## src/rtl/txcw_pkg.sv

```systemverilog
package txcw_pkg;

    // Controller states
    typedef enum logic [3:0] {
        ST_IDLE,
        ST_HDR0,
        ST_HDR1,
        ST_HDR2,
        ST_HDR3,
        ST_DRD,
        ST_DCAP,
        ST_DPUSH,
        ST_FREE
    } walk_state_t;

    // Header byte positions within a page (decoded by the walker)
    localparam int HDR_NEXT_LO = 0;
    localparam int HDR_NEXT_HI = 1;
    localparam int HDR_COUNT   = 2;

    // First data byte offset and largest data payload of a page
    localparam int DATA_OFF = 16;
    localparam int DATA_MAX = 240;

    // Bring a raw header count into the legal range 1..DATA_MAX
    function automatic logic [7:0] clamp_count(input logic [7:0] raw);
        logic [7:0] res;
        if (raw == 8'd0)
            res = 8'd1;
        else if (raw > 8'(DATA_MAX))
            res = 8'(DATA_MAX);
        else
            res = raw;
        return res;
    endfunction

endpackage

```

## src/rtl/txcw_start_queue.sv

```systemverilog
module txcw_start_queue #(
    parameter int W     = 11,
    parameter int DEPTH = 16
) (
    input  logic                         clk,
    input  logic                         rst_n,
    input  logic                         push,
    input  logic [W-1:0]                 push_data,
    input  logic                         pop,
    output logic [W-1:0]                 head,
    output logic                         empty,
    output logic                         full,
    output logic [$clog2(DEPTH):0]       level
);

    localparam int AW = (DEPTH > 1) ? $clog2(DEPTH) : 1;
    localparam int LW = $clog2(DEPTH) + 1;

    logic [W-1:0]  slots [DEPTH];
    logic [AW-1:0] wr_idx;
    logic [AW-1:0] rd_idx;
    logic [LW-1:0] cnt;
    logic          do_push;
    logic          do_pop;

    assign empty   = (cnt == '0);
    assign full    = (cnt == LW'(DEPTH));
    assign level   = cnt;
    assign head    = slots[rd_idx];
    assign do_push = push && !full;
    assign do_pop  = pop && !empty;

    always_ff @(posedge clk) begin
        if (do_push)
            slots[wr_idx] <= push_data;
    end

    always_ff @(posedge clk) begin
        if (!rst_n) begin
            wr_idx <= '0;
            rd_idx <= '0;
            cnt    <= '0;
        end else begin
            if (do_push)
                wr_idx <= (wr_idx == AW'(DEPTH - 1)) ? '0 : wr_idx + 1'b1;
            if (do_pop)
                rd_idx <= (rd_idx == AW'(DEPTH - 1)) ? '0 : rd_idx + 1'b1;
            unique case ({do_push, do_pop})
                2'b10:   cnt <= cnt + 1'b1;
                2'b01:   cnt <= cnt - 1'b1;
                default: cnt <= cnt;
            endcase
        end
    end

endmodule

```

## src/rtl/txcw_page_list.sv

```systemverilog
module txcw_page_list #(
    parameter int W = 11,
    parameter int N = 7
) (
    input  logic                     clk,
    input  logic                     rst_n,
    input  logic                     clear,
    input  logic                     add,
    input  logic [W-1:0]             add_ptr,
    input  logic [$clog2(N+1)-1:0]   rd_idx,
    output logic [W-1:0]             rd_ptr,
    output logic [$clog2(N+1)-1:0]   count
);

    localparam int CW = $clog2(N + 1);

    logic [W-1:0]  slot [N];
    logic [CW-1:0] cnt;

    assign count  = cnt;
    assign rd_ptr = (rd_idx < CW'(N)) ? slot[rd_idx] : '0;

    // One register per list position, written when the list grows into it
    for (genvar g = 0; g < N; g++) begin : g_slot
        always_ff @(posedge clk) begin
            if (!rst_n)
                slot[g] <= '0;
            else if (add && (cnt == CW'(g)))
                slot[g] <= add_ptr;
        end
    end

    always_ff @(posedge clk) begin
        if (!rst_n || clear)
            cnt <= '0;
        else if (add && (cnt < CW'(N)))
            cnt <= cnt + 1'b1;
    end

endmodule

```

## src/rtl/tx_chain_walker.sv

```systemverilog
module tx_chain_walker
    import txcw_pkg::*;
#(
    parameter int PTR_W     = 11,
    parameter int OFF_W     = 8,
    parameter int QDEPTH    = 16,
    parameter int MAX_PAGES = 7
) (
    input  logic                     clk,
    input  logic                     rst_n,
    input  logic                     desc_push,
    input  logic [PTR_W-1:0]         desc_ptr,
    output logic                     desc_busy,
    output logic                     mem_rd_en,
    output logic [PTR_W+OFF_W-1:0]   mem_addr,
    input  logic [7:0]               mem_rd_data,
    output logic                     tx_valid,
    output logic [7:0]               tx_data,
    output logic                     tx_sof,
    output logic                     tx_eof,
    input  logic                     tx_full,
    output logic                     free_valid,
    output logic [PTR_W-1:0]         free_ptr
);

    localparam int LW = $clog2(QDEPTH) + 1;
    localparam int CW = $clog2(MAX_PAGES + 1);
    localparam int HI_W = PTR_W - 8;
    localparam logic [PTR_W-1:0] END_PTR = '1;

    walk_state_t state, state_nx;

    // Queue side
    logic             q_pop;
    logic [PTR_W-1:0] q_head;
    logic             q_empty;
    logic             q_full;
    logic [LW-1:0]    q_level;

    // Page list side
    logic             list_clear;
    logic             list_add;
    logic [CW-1:0]    list_count;
    logic [PTR_W-1:0] list_rd;

    // Walker datapath
    logic [PTR_W-1:0] cur_ptr;
    logic [PTR_W-1:0] nxt_ptr;
    logic [OFF_W-1:0] offset;
    logic [7:0]       remain;
    logic [7:0]       data_q;
    logic             first_q;
    logic [CW-1:0]    rel_idx;

    logic             accept;
    logic             page_done;
    logic             chain_end;
    logic             rel_last;
    logic [7-HI_W:0]  hdr_hi_unused;

    assign hdr_hi_unused = mem_rd_data[7:HI_W];

    txcw_start_queue #(
        .W     (PTR_W),
        .DEPTH (QDEPTH)
    ) u_queue (
        .clk       (clk),
        .rst_n     (rst_n),
        .push      (desc_push),
        .push_data (desc_ptr),
        .pop       (q_pop),
        .head      (q_head),
        .empty     (q_empty),
        .full      (q_full),
        .level     (q_level)
    );

    txcw_page_list #(
        .W (PTR_W),
        .N (MAX_PAGES)
    ) u_pages (
        .clk     (clk),
        .rst_n   (rst_n),
        .clear   (list_clear),
        .add     (list_add),
        .add_ptr (cur_ptr),
        .rd_idx  (rel_idx),
        .rd_ptr  (list_rd),
        .count   (list_count)
    );

    assign desc_busy = q_full;
    assign tx_data   = data_q;
    assign free_ptr  = list_rd;

    assign accept    = (state == ST_DPUSH) && !tx_full;
    assign page_done = (remain == 8'd1);
    assign chain_end = (nxt_ptr == END_PTR) || (list_count == CW'(MAX_PAGES));
    assign rel_last  = (rel_idx == list_count - 1'b1);

    // State register
    always_ff @(posedge clk) begin
        if (!rst_n)
            state <= ST_IDLE;
        else
            state <= state_nx;
    end

    // Next state
    always_comb begin
        state_nx = state;
        unique case (state)
            ST_IDLE:  if (!q_empty) state_nx = ST_HDR0;
            ST_HDR0:  state_nx = ST_HDR1;
            ST_HDR1:  state_nx = ST_HDR2;
            ST_HDR2:  state_nx = ST_HDR3;
            ST_HDR3:  state_nx = ST_DRD;
            ST_DRD:   state_nx = ST_DCAP;
            ST_DCAP:  state_nx = ST_DPUSH;
            ST_DPUSH: begin
                if (accept) begin
                    if (!page_done)
                        state_nx = ST_DCAP;
                    else if (chain_end)
                        state_nx = ST_FREE;
                    else
                        state_nx = ST_HDR0;
                end
            end
            ST_FREE:  if (rel_last) state_nx = ST_IDLE;
            default:  state_nx = ST_IDLE;
        endcase
    end

    // Outputs and strobes decoded from the state
    always_comb begin
        q_pop      = 1'b0;
        list_clear = 1'b0;
        list_add   = 1'b0;
        mem_rd_en  = 1'b0;
        mem_addr   = {cur_ptr, offset};
        tx_valid   = 1'b0;
        tx_sof     = 1'b0;
        tx_eof     = 1'b0;
        free_valid = 1'b0;
        unique case (state)
            ST_IDLE: begin
                q_pop      = !q_empty;
                list_clear = 1'b1;
            end
            ST_HDR0: begin
                mem_rd_en = 1'b1;
                mem_addr  = {cur_ptr, OFF_W'(HDR_NEXT_LO)};
            end
            ST_HDR1: begin
                mem_rd_en = 1'b1;
                mem_addr  = {cur_ptr, OFF_W'(HDR_NEXT_HI)};
            end
            ST_HDR2: begin
                mem_rd_en = 1'b1;
                mem_addr  = {cur_ptr, OFF_W'(HDR_COUNT)};
            end
            ST_HDR3: begin
                list_add = 1'b1;
            end
            ST_DRD: begin
                mem_rd_en = 1'b1;
                mem_addr  = {cur_ptr, offset};
            end
            ST_DCAP: begin
            end
            ST_DPUSH: begin
                tx_valid  = 1'b1;
                tx_sof    = first_q;
                tx_eof    = page_done && chain_end;
                mem_rd_en = accept && !page_done;
                mem_addr  = {cur_ptr, offset + 1'b1};
            end
            ST_FREE: begin
                free_valid = 1'b1;
            end
            default: begin
            end
        endcase
    end

    // Datapath registers
    always_ff @(posedge clk) begin
        if (!rst_n) begin
            cur_ptr <= '0;
            nxt_ptr <= '0;
            offset  <= '0;
            remain  <= '0;
            data_q  <= '0;
            first_q <= 1'b0;
            rel_idx <= '0;
        end else begin
            unique case (state)
                ST_IDLE: begin
                    rel_idx <= '0;
                    if (!q_empty) begin
                        cur_ptr <= q_head;
                        first_q <= 1'b1;
                    end
                end
                ST_HDR1: nxt_ptr[7:0] <= mem_rd_data;
                ST_HDR2: nxt_ptr[PTR_W-1:8] <= mem_rd_data[HI_W-1:0];
                ST_HDR3: begin
                    remain <= clamp_count(mem_rd_data);
                    offset <= OFF_W'(DATA_OFF);
                end
                ST_DCAP: data_q <= mem_rd_data;
                ST_DPUSH: begin
                    if (accept) begin
                        first_q <= 1'b0;
                        offset  <= offset + 1'b1;
                        remain  <= remain - 1'b1;
                        if (page_done && !chain_end)
                            cur_ptr <= nxt_ptr;
                    end
                end
                ST_FREE: rel_idx <= rel_idx + 1'b1;
                default: begin
                end
            endcase
        end
    end

endmodule

```

## config.mk

```make
export PLATFORM = sky130hd
export DESIGN_NAME = tx_chain_walker
export DESIGN_NICKNAME = d
export VERILOG_FILES = /design/src/rtl/txcw_pkg.sv /design/src/rtl/txcw_start_queue.sv /design/src/rtl/txcw_page_list.sv /design/src/rtl/tx_chain_walker.sv
export SDC_FILE = /design/constraint.sdc
export NUM_CORES = 1
export LEC_CHECK = 0
export ABC_AREA = 1
export BUFFER_PORTS_ARGS = -buffer_cell sky130_fd_sc_hd__buf_2
export CORE_UTILIZATION = 57
export CTS_BUF_LIST = sky130_fd_sc_hd__clkbuf_2
export DETAILED_ROUTE_END_ITERATION = 16
export PLACE_DENSITY = 0.74
export RECOVER_POWER = 25
export SLEW_MARGIN = 10
export SYNTH_ARGS = -nofsm -noshare
export SYNTH_HDL_FRONTEND = slang
export SYNTH_SLANG_ARGS = --single-unit
```

## constraint.sdc

```tcl
create_clock -name clk -period 3.2 [get_ports clk]
set_input_delay 0.64 -clock clk [delete_from_list [all_inputs] [get_ports clk]]
set_output_delay 0.64 -clock clk [all_outputs]
set_load 0.03 [all_outputs]
```

Word-level counts from Yosys, hierarchy flattened
Memories as Yosys holds them, arrays and structs flattened. A register that Yosys moved wholly into a read port is not among the register bits.
Index checks and enable logic that the tools add are counted.
Cells by class
  add/sub/neg operators: 9
  multipliers: 0
  divide/modulo/power cells: 0
  $lt $le $gt $ge: 3
  equal/unequal tests: 27
  shifts and indexed selects: 0
  mux-type cells: 68
  bitwise operators: 7
  reduce and logical (&&, ||, !) cells: 35
Operators with widths (count)
  two-way mux 11 bit: 11
  two-way mux 4 bit: 9
  case mux 4 bit (9 select lines): 1
  two-way mux 1 bit: 33
  two-way mux 8 bit: 4
  case mux 8 bit (2 select lines): 2
  case mux 8 bit (4 select lines): 1
  case mux 11 bit (2 select lines): 1
  == test 4 x 3 -> 1 bit, second input constant: 4
  logical AND 1 bit: 14
  == test 3 bit, second input constant: 4
  == test 4 bit, second input constant: 3
  == test 11 bit, second input constant: 1
  case mux 5 bit (2 select lines): 1
  adder 4 x 1 -> 4 bit, second input constant: 2
  adder 8 x 1 -> 8 bit, second input constant: 1
  == test 4 x 2 -> 1 bit, second input constant: 2
  == test 8 x 1 -> 1 bit, second input constant: 1
  > comparator 8 bit, second input constant: 1
  zero test 8 bit: 1
  nonzero test 2 bit: 4
  subtractor 8 x 1 -> 8 bit, second input constant: 1
  OR 1 bit: 7
  adder 3 x 1 -> 3 bit, second input constant: 2
  other kinds (25): 38
Storage, ports and cells
  register bits: 70
  latch bits: 0
  bits in writable memories: 253
  bits in read-only memories: 0
  input port bits: 23
  output and inout bits: 44
  logic and storage cells: 164
  memories: 2
Memories
  u_queue.slots: depth 16, bits a word 11, read ports 1, clocked after Yosys merged registers in 1, write ports 1, RTL line txcw_start_queue.sv:19  | logic [W-1:0] slots [DEPTH];
  u_pages.slot: depth 7, bits a word 11, read ports 1, clocked after Yosys merged registers in 1, write ports 7, RTL line txcw_page_list.sv:17  | logic [W-1:0] slot [N];

Longest topological paths before layout
Gate-level depths: netlist of the first run.
  depth in word-level cells: 7
  mapped depth: 16
  gate-level depth less buffers: 16

By module
Synthesis of the first run repeated with hierarchy kept, for this count alone.
Unflattened totals
  cells, all modules: 1572
  area total of the unflattened synthesis: 14965.6 µm²
By module, submodules not included
  txcw_start_queue: instances 1, cells each 700, area each 8094.0 µm², seq. area each 5625.4 µm²
  txcw_page_list: instances 1, cells each 419, area each 3932.5 µm², seq. area each 2372.3 µm²
  tx_chain_walker: instances 1, cells each 453, area each 2939.1 µm², seq. area each 1081.0 µm²

Worst setup path after synthesis of the first run
Ideal clock, no wire load.
  path type: register to register
  from: reg state[2]
  to: reg u_queue.cnt[4], in the netlist u_queue.level[4]
  setup time: 116 ps
  data arrival time: 2241 ps
  required time: 3084 ps
  path slack: 843 ps
  cell stages (with the launch flop): 17
  path buffers: 0
  period minus slack after synthesis: 2357 ps
  cells stage by stage: dfxtp_1 > nor2_1 > nand3_1 > inv_1 > nand2_1 > inv_1 > ha_1 > xor2_1 > ha_1 > inv_1 > nand2_1 > nand2_1 > o21ai_0 > or2_2 > nand2_1 > o21ai_0 > nor2_1
Between the ends
  word-level cells in the longest chain between the ends: 5
  elaborated cells between the ends (all ways): 7
  those cells by class: eq/ne: 2; mux: 2; reduce/logical: 3
RTL lines
  start, declared: RTL line tx_chain_walker.sv:31  | walk_state_t state, state_nx;
  start signal, assigned: RTL line tx_chain_walker.sv:106  | state <= state_nx;
  zero test 4 bit *: RTL line tx_chain_walker.sv:146  | unique case (state)
  two-way mux 1 bit *: RTL line tx_chain_walker.sv:146
  logical AND 1 bit *: RTL line txcw_start_queue.sv:31  | assign do_pop = pop && !empty;
  == test 2 x 1 -> 1 bit / == test 2 bit (equally long branches): RTL line txcw_start_queue.sv:48  | unique case ({do_push, do_pop})
  case mux 5 bit (2 select lines) / nonzero test 2 bit (equally long branches)
  end signal, assigned: RTL line txcw_start_queue.sv:49  | 2'b10: cnt <= cnt + 1'b1;
  end signal, assigned: RTL line txcw_start_queue.sv:50  | 2'b01: cnt <= cnt - 1'b1;
  end signal, assigned: RTL line txcw_start_queue.sv:51  | default: cnt <= cnt;
  end, declared: RTL line txcw_start_queue.sv:22  | logic [LW-1:0] cnt;
Mark *: on every way between the ends. The rest lies on a longest branch, timed or not.
A chain may end at the register's enable or synchronous reset.

Final worst setup path of the first run
  from: reg rel_idx[0]
  to: out free_ptr[0]
Between the ends
  word-level cells in the longest chain between the ends: 2
RTL lines
  start, declared: RTL line tx_chain_walker.sv:53  | logic [CW-1:0] rel_idx;
  start signal, assigned: RTL line tx_chain_walker.sv:222  | ST_FREE: rel_idx <= rel_idx + 1'b1;
  < comparator 3 bit: RTL line txcw_page_list.sv:21  | assign rd_ptr = (rd_idx < CW'(N)) ? slot[rd_idx] : '0;
  two-way mux 11 bit: RTL line txcw_page_list.sv:21
  end, declared: RTL line tx_chain_walker.sv:23  | output logic [PTR_W-1:0] free_ptr
Every way passes these cells.

==> results.txt, run 1 <==
* Residual overflow from global routing: 0
* Min Clock Period, post-route: 3.06 ns
* Most utilized layer in the global route result: met2
- Final routed DRC violation total: 0
* Signal arrival time at the worst endpoint: about 2.4 ns
- Syn_area_per_cell: about 9 um2
* Area added between synthesis and finish: 9.59%
- Distinct cell type count after synthesis: 38
- Worst setup slack after layout: between 0.1 and 0.15 ns
- Most frequent cells in the layout: nand2_1, nor2_1, edfxtp_1
- Routed vias/inst: approximately 5.5
- Final standard cell count with taps included and fillers excluded: between 2000 and 2500
* Clock slew seen by the registers of the worst setup and hold paths: 0.11 ns
* Hold Worst Slack: ~0.12 ns
- Data on the critical path is required at its endpoint by about 2.6 ns.
- Via count of the first global-routing pass: between 10000 and 15000
* Clock Skews: roughly 0.072 ns
* Number of nets still failing antenna checks after routing: 0
- Clk buf depth: 3
- Of all nets on the critical path, the largest fanout is 11.
* Hold Vio Cnt, Final: 0
- Number of enable flip-flop cells after synthesis: between 200 and 300
* Worst hold path cell count: 3
- Final count of negative-setup-slack endpoints: 0
- The final critical path takes up 95.6% of the cycle.
- Vias after detailed routing: ~11000
* Standard cell with the maximum stage delay on the critical path: nor2_1
* Crit. End Element: primary output
- The critical path is of the flip-flop to primary output type.
- TritonCTS built the clock tree.
* Number of I/O pins: 67
- Summing every instance area after synthesis gives about 15000 um2.
- Critical Path Start Type: flip-flop
- The number of antenna violations at the first check in global routing came to 1.
* CP Cell Sequence: inv_1 -> nor2_1 -> a21oi_1 -> buf_2
- Cells fill between 60% and 70% of the core in the end.
- Number of instances in the placed design: roughly 2000
* Longest individual stage delay on the worst path: ~0.75 ns
* Area of the core: about 25000 um2
- The initialized floorplan defines 58 standard-cell rows.
- Drt total wl: between 30000 and 40000 um
- Across all register-to-register paths, the minimum setup slack is between 0.4 and 0.5 ns.
- The most used flip-flop cell after synthesis is edfxtp_1.
* Most common cell after layout, fill and taps aside: nand2_1
- The die is ~160 um tall.
* Cell Pwr Density: between 700 and 800 nW/um2
- Number of H-tree levels: 3
* Worst r2r dst: u_queue.level[4]
- Share of cells above drive strength 1: 14.0%
- Net count of the finished layout: 1742
- After detailed routing, the average wire length per cell comes to roughly 16 um.
- The clock drives 330 sinks.
- Detailed Routing Iterations Pass 1: 5
- Input and output buffers added on the ports amount to between 60 and 70.
- The first global-routing pass estimated 54600 um of wire.
- Summing all multi-input logic gate instances after layout gives between 4000 and 5000 um2.
- The worst hold path terminates at nxt_ptr[6].
* Fmax: ~330 MHz
* Max-cap violation count: 0
- Summed over all nets, the half-perimeter wirelength after detailed placement is 21500 um.
- Number of warning messages in the yosys log: 0
- TritonCTS buffer count: a little under 80
* Die area: 26700 um2
- Counting flops with an async set or reset pin after synthesis yields a share of 0%.
- For this design the static power due to leakage is approximately 7 nW.
- Flops & latches, synth: between 300 and 400
- Once the floorplan was initialized, standard cells occupied around 59% of the core.
- At the end of routability-driven placement, the weighted congestion stood at 0.884.
* Worst reg2reg startpoint: state[2]
* Met2 track demand over resource: between 40% and 50%
- HP Class: primary input to flip-flop
- Headroom to the max-slew limit came out at between 30 and 40%.
- Total power: 11.9 mW
- Sequential element share of the synthesized area: between 60 and 70%
* Place WS: approximately 0.46 ns
* Met3 usage in global routing: about 4.4%
* Global routing usage summed across all routing layers: 26.4%
* Worst r2r path cells: 16
- Synthesis produced approximately 1600 cells.
- The flow ran to the end, and the final reports show no timing, DRC or antenna violations.
- When the netlist entered floorplanning its net count stood at roughly 1600.
- Total of fill cells in the finished design: between 2000 and 2500
- In the global route stage, met1 resource usage came out at 34.8%.
* Count of final max-slew check failures: 0
- The floorplan step set the die width to around 160 um.
* Combined flip-flop and latch cell area: ~9000 um2
- Measured slew at the worst slew-check pin: between 1 and 1.5 ns
- VDD sags by at most 0.504 mV.
- Number of DRC markers in iteration 0: ~1000
- Launch point of the worst hold path: mem_rd_data[6]
- At the later pin of the worst-skew pair, clock insertion delay measures 0.87 ns.
* Clock Root Buffer: clkbuf_2
* Pin count of the biggest net entering global routing: 93
- Post-cts hold buffer count: 0
==> where the power goes <==
group	switching [mW]	leakage [nW]	internal [mW]	total [mW]
sequential	0.281	3.02	4.98	5.26
combinational	2.76	3.30	1.12	3.88
clock	1.64	0.564	1.14	2.78
==> logic make-up after synthesis <==
family                     Yosys count  synth area share [%]
AOI/OAI and AO/OA                  216                  8.00
xor gates and xnor gates            12                 0.709
adders and majority gates           19                  1.60
buffers and inverters              254                  6.77
DFF                                330                  61.6
and+or+nand+nor                    768                  21.3
==> registers in the layout, indices dropped and copies added (netlist names), named ones only <==
signal          flops
cur_ptr            11
u_pages.count       3
u_queue.wr_idx      4
rel_idx             3
offset              8
u_queue.slots     176
tx_data             8
u_queue.rd_idx      4
nxt_ptr            11
remain              8
state               4
u_pages.slot       77
first_q             1
u_queue.level       5
==> metrics by stage <==
| step | TNS [ns] | cell area, um2 |
|---|---|---|
| finish | 0 | 16300 |
| floorplan | 0 | 14800 |
| global route | -0.0106 | 16300 |
| CTS | 0 | 16200 |
| detailed placement | 0 | 15500 |
| global placement | 0 | 15500 |
==> synthesized netlist by cell type (2+ instances only) <==
| master | number | area share [%] |
|---|---|---|
| o21ai_0 | 113 | 3.8 |
| inv_1 | 169 | 4.3 |
| buf_4 | 2 | 0.10 |
| nand2_1 | 325 | 8.2 |
| nand2_2 | 4 | 0.17 |
| buf_2 | 28 | 0.94 |
| buf_1 | 7 | 0.18 |
| nor2_2 | 2 | 0.084 |
| a31oi_1 | 5 | 0.21 |
| a21oi_1 | 60 | 2.0 |
| xor2_1 | 7 | 0.41 |
| dfxtp_1 | 77 | 10 |
| xnor2_1 | 5 | 0.30 |
| nand4_1 | 13 | 0.55 |
| nor2_1 | 268 | 6.8 |
| nand3_1 | 135 | 4.6 |
| ha_1 | 19 | 1.6 |
| edfxtp_1 | 253 | 51 |
| clkbuf_1 | 41 | 1.0 |
| nor3_1 | 5 | 0.17 |
| o22ai_1 | 12 | 0.51 |
| or2_2 | 11 | 0.46 |
| o211ai_1 | 18 | 0.91 |
| a211oi_1 | 2 | 0.10 |
| inv_2 | 5 | 0.13 |
==> worst max-delay path, delay by kind of cell (launching register included) <==
kind | cells | cell delay [ns]
and+or+nand+nor | 1 | 0.75
DFF | 1 | 0.38
buffers and inverters | 2 | 0.32
AOI/OAI and AO/OA | 1 | 0.13
==> how the worst max path moves through the flow <==
| stage | slack, ns | cells past startpoint | start | to |
|---|---|---|---|---|
| final | 0.14 | 4 | rel_idx[0] | free_ptr[0] |
| after global routing | -0.01 | 9 | state[1] | mem_addr[0] |
| after CTS | 0.008 | 6 | flip-flop | free_ptr[0] |
| after detailed placement | 0.46 | 16 | state[2] | u_queue.level[4] |
| after global placement | 0.56 | 16 | state[2] | u_queue.level[4] |
| after floorplan | 0.84 | 16 | state[2] | u_queue.level[4] |
==> per-layer routing <==
metal / vias up / routed length (um) / part of all wire, %
met5: - / 0 / 0
met4: 0 / 932 / 2.7
met3: 79 / 2440 / 7.1
met2: 440 / 16300 / 47
met1: 5348 / 14800 / 43
li1: 5552 / - / -
==> cell type report <==
cell class	count	area share, %
Tap cell	330	2.54
Timing Repair inverter	1	0.0462
Clock inverter	25	0.939
Antenna cell	2	0.0308
Inverter	175	4.08
Clock buffer	117	3.60
Multi-Input combinational cell	1015	28.9
Sequential cell	330	56.3
Timing Repair Buffer	98	3.65
==> timing repair <==
item                       CTS  global route
cloned                       1             0
setup buffers                3             0
resized for setup            3             7
setup endpoints to repair   11            14
Power figures use the tool's default switching activity.
==> run 2, diff against run 1 <==
clock period = 3.5 ns   (was 3.2 ns; I/O delays follow)
==> results.txt, run 2 (synthesis results as in run 1) <==
- Outcome: finished clean
* Global-route wire length before repair: 55000 um (+0.76%)
- Vias after detailed routing: 11400 (-0.20%)
- Clock Root Buffer: clkbuf_2
* Die area: 26700 um2 (unchanged)
- Global routing usage summed across all routing layers: 26.9% (+0.45 points)
- Final count of negative-setup-slack endpoints: 0 (unchanged)
* IO buf count: 66 (unchanged)
- The setup TNS was 0 ns (unchanged).
* Max-cap violation count: 0 (unchanged)
* Die width: 163 um (unchanged)
- Via count of the first global-routing pass: 10900 (-1.8%)
- Final routed DRC violation total: 0 (unchanged)
- Worst-Skew Late Latency: 0.91 ns (+0.04 ns)
- Most common cell after layout, fill and taps aside: nand2_1
* Slew headroom: 29.8% (-0.70 points)
* Clock Skews: 0.106 ns (+0.0345 ns)
* Number of I/O pins: 67 (unchanged)
- The effective utilization at floorplan came to 58.6% (unchanged).
- The clock slew seen by the registers of the worst setup and hold paths was 0.08 ns (-0.03 ns).
- The power per cell area is 670 nW/um2 (-8.5%).
* HP Class: primary input to flip-flop
- The length of the first detailed-routing pass in iterations is 6 (+1).
- Period utilisation layout: roughly 92%
- Pint: 6.55 mW (-9.4%)
- The worst setup path is captured at a primary output.
- The hold violation count in the final report was 0 (unchanged).
- The net switching power figure was 4.29 mW (-8.4%).
- Standard cell with the maximum stage delay on the critical path: dfxtp_1
- TritonCTS sink count: 330 (unchanged)
* Critical Path Start Type: flip-flop
* Measured slew at the worst slew-check pin: 1.05 ns (+0.00662 ns)
- The maximum buffer depth of the clock tree was 3 (unchanged).
* Count of final max-slew check failures: 0 (unchanged)
- The largest registers in the layout are u_queue.slots: 176 flops, u_pages.slot: 77 flops.
* Share of the core filled with cells in the final layout: 63.8% (-0.35 points)
- The TritonCTS buffer count was 82 (+3.8%).
- For this run, the top clock speed supported by timing is approximately 310 MHz.
* Maximum net fanout on the critical path: 21 (+10)
- RSZ-0062 raised after global routing: false
- Routed vias/inst: 5.47 (+0.33%)
- The final net count came to 1741 (-0.057%).
* Signal arrival time at the worst endpoint: 2.51 ns (+0.09 ns)
- The worst endpoint required time is 2.80 ns (+0.24 ns).
* Combinational share of power: 33.0% (+0.5 points)
- Area added between synthesis and finish: 9.00%
- The wire length after detailed routing came to 34800 um (+0.84%).
* Number of nets still failing antenna checks after routing: 0 (unchanged)
- Switching share of total power: 39.6% (+0.27 points)
* Number of H-tree levels: 3 (unchanged)
- Register ranked first by flip-flop count: u_queue.slots
* P_leak: 6.83 nW (-0.76%)
- Category of the critical setup timing path: flip-flop to primary output
- The post-route cell area was 16200 um2 (-0.54%).
- Residual overflow from global routing: 0 (unchanged)
- The site row count was 58 (unchanged).
- The die extent in y was 163 um (unchanged).
* Most frequent cells in the layout: nand2_1, nor2_1, edfxtp_1
* Worst supply voltage drop on vdd: 0.359 mV (-29%)
- The cell area after placement is 15400 um2 (-0.37%).
- CTS tree: built
- Antenna violations before repair: 1 (unchanged)
- Fraction of power consumed by sequential logic: 44.1% (about the same)
* Area of the core: 25300 um2 (unchanged)
- Number of flip-flops in the largest register: 176 (unchanged)
* Share of cells above drive strength 1: 13.4% (-0.66 points)
- Min Clock Period, post-route: between 3 and 4 ns
- The final routed wire length divided by cell count was 16.7 um (+1.4%).
- Gp weighted congestion: 0.835 (-5.6%)
* CP Cell Sequence: inv_1 -> buf_4 -> nand2_1 -> nand3_1 -> o211ai_1 -> a21oi_1 -> buf_2
- The critical path's largest stage delay came to 0.33 ns (-0.42 ns).
- Clock network fraction of design power: 22.9% (-0.4 points)
- The DRC marker count from the first detailed-route iteration is 882 (-13%).
- The maximum number of pins on one net before global-route repair was 93 (unchanged).
- The detailed placer's ending HPWL is 21800 um (+1.5%).
## run 2: what timing repair did
item / 4_1_cts / 5_1_grt
buffers inserted: 3 / 2
gates resized for setup: 2 / 1
hold endpoints to repair: 0 / 0
cloned: 1 / 0
hold buffers: 0 / 0
setup endpoints to repair: 11 / 6
## run 2: worst paths after layout
path / depth (start not counted) / start / slack (ns) / to
max: 7 / flip-flop / 0.29 / free_ptr[7]
min: 3 / mem_rd_data[2] / 0.14 / remain[2]
max reg2reg: 16 / state[2] / 0.60 / u_queue.level[4]
min reg2reg: 2 / tx_data[0] / 0.49 / tx_data[0]
## run 2: area by class of cell
cell class                      count  area, um2
Antenna cell                        1       2.50
Clock inverter                     26        163
Tap cell                          330        413
Multi-Input combinational cell   1015       4690
Fill cell                        2078       9160
Inverter                          175        661
Timing Repair inverter              1       7.51
Timing Repair Buffer               94        539
Sequential cell                   330       9140
Clock buffer                      110        551
## run 2: metal layers
metal / up-vias / track usage, % / share of wire, %
li1: 5535 / - / -
met1: 5329 / 35.5 / 42
met2: 458 / 43.6 / 48
met3: 71 / 5.26 / 7.7
met4: 3 / 10.9 / 2.4
met5: - / 0 / 0.12
## run 2: power by group through the flow
stage	sequential, mW	clock [mW]	combinational [mW]
floorplan	4.93	0	2.47
global placement	4.85	0	3.51
detailed placement	4.86	0	3.56
CTS	4.77	2.53	3.57
global route	4.81	2.73	3.97
finish	4.78	2.49	3.57
## run 2: per-stage QoR
step / std cells / setup slack [ns] / total power [mW] / hold slack (ns)
detailed placement: 1939 / 0.671 / 8.42 / 0.479
finish: 2082 / 0.291 / 10.8 / 0.139
CTS: 2079 / 0.123 / 10.9 / 0.0910
floorplan: 1599 / 1.14 / 7.40 / 0.438
global placement: 1939 / 0.837 / 8.36 / 0.463
global route: 2082 / 0.114 / 11.5 / 0.139
## run 2: critical path, delay by kind of cell, from the launching register on
kind            cells  cell delay [ns]
buf+inv             3             0.86
flops               1             0.33
simple gates        2             0.15
compound gates      2             0.30
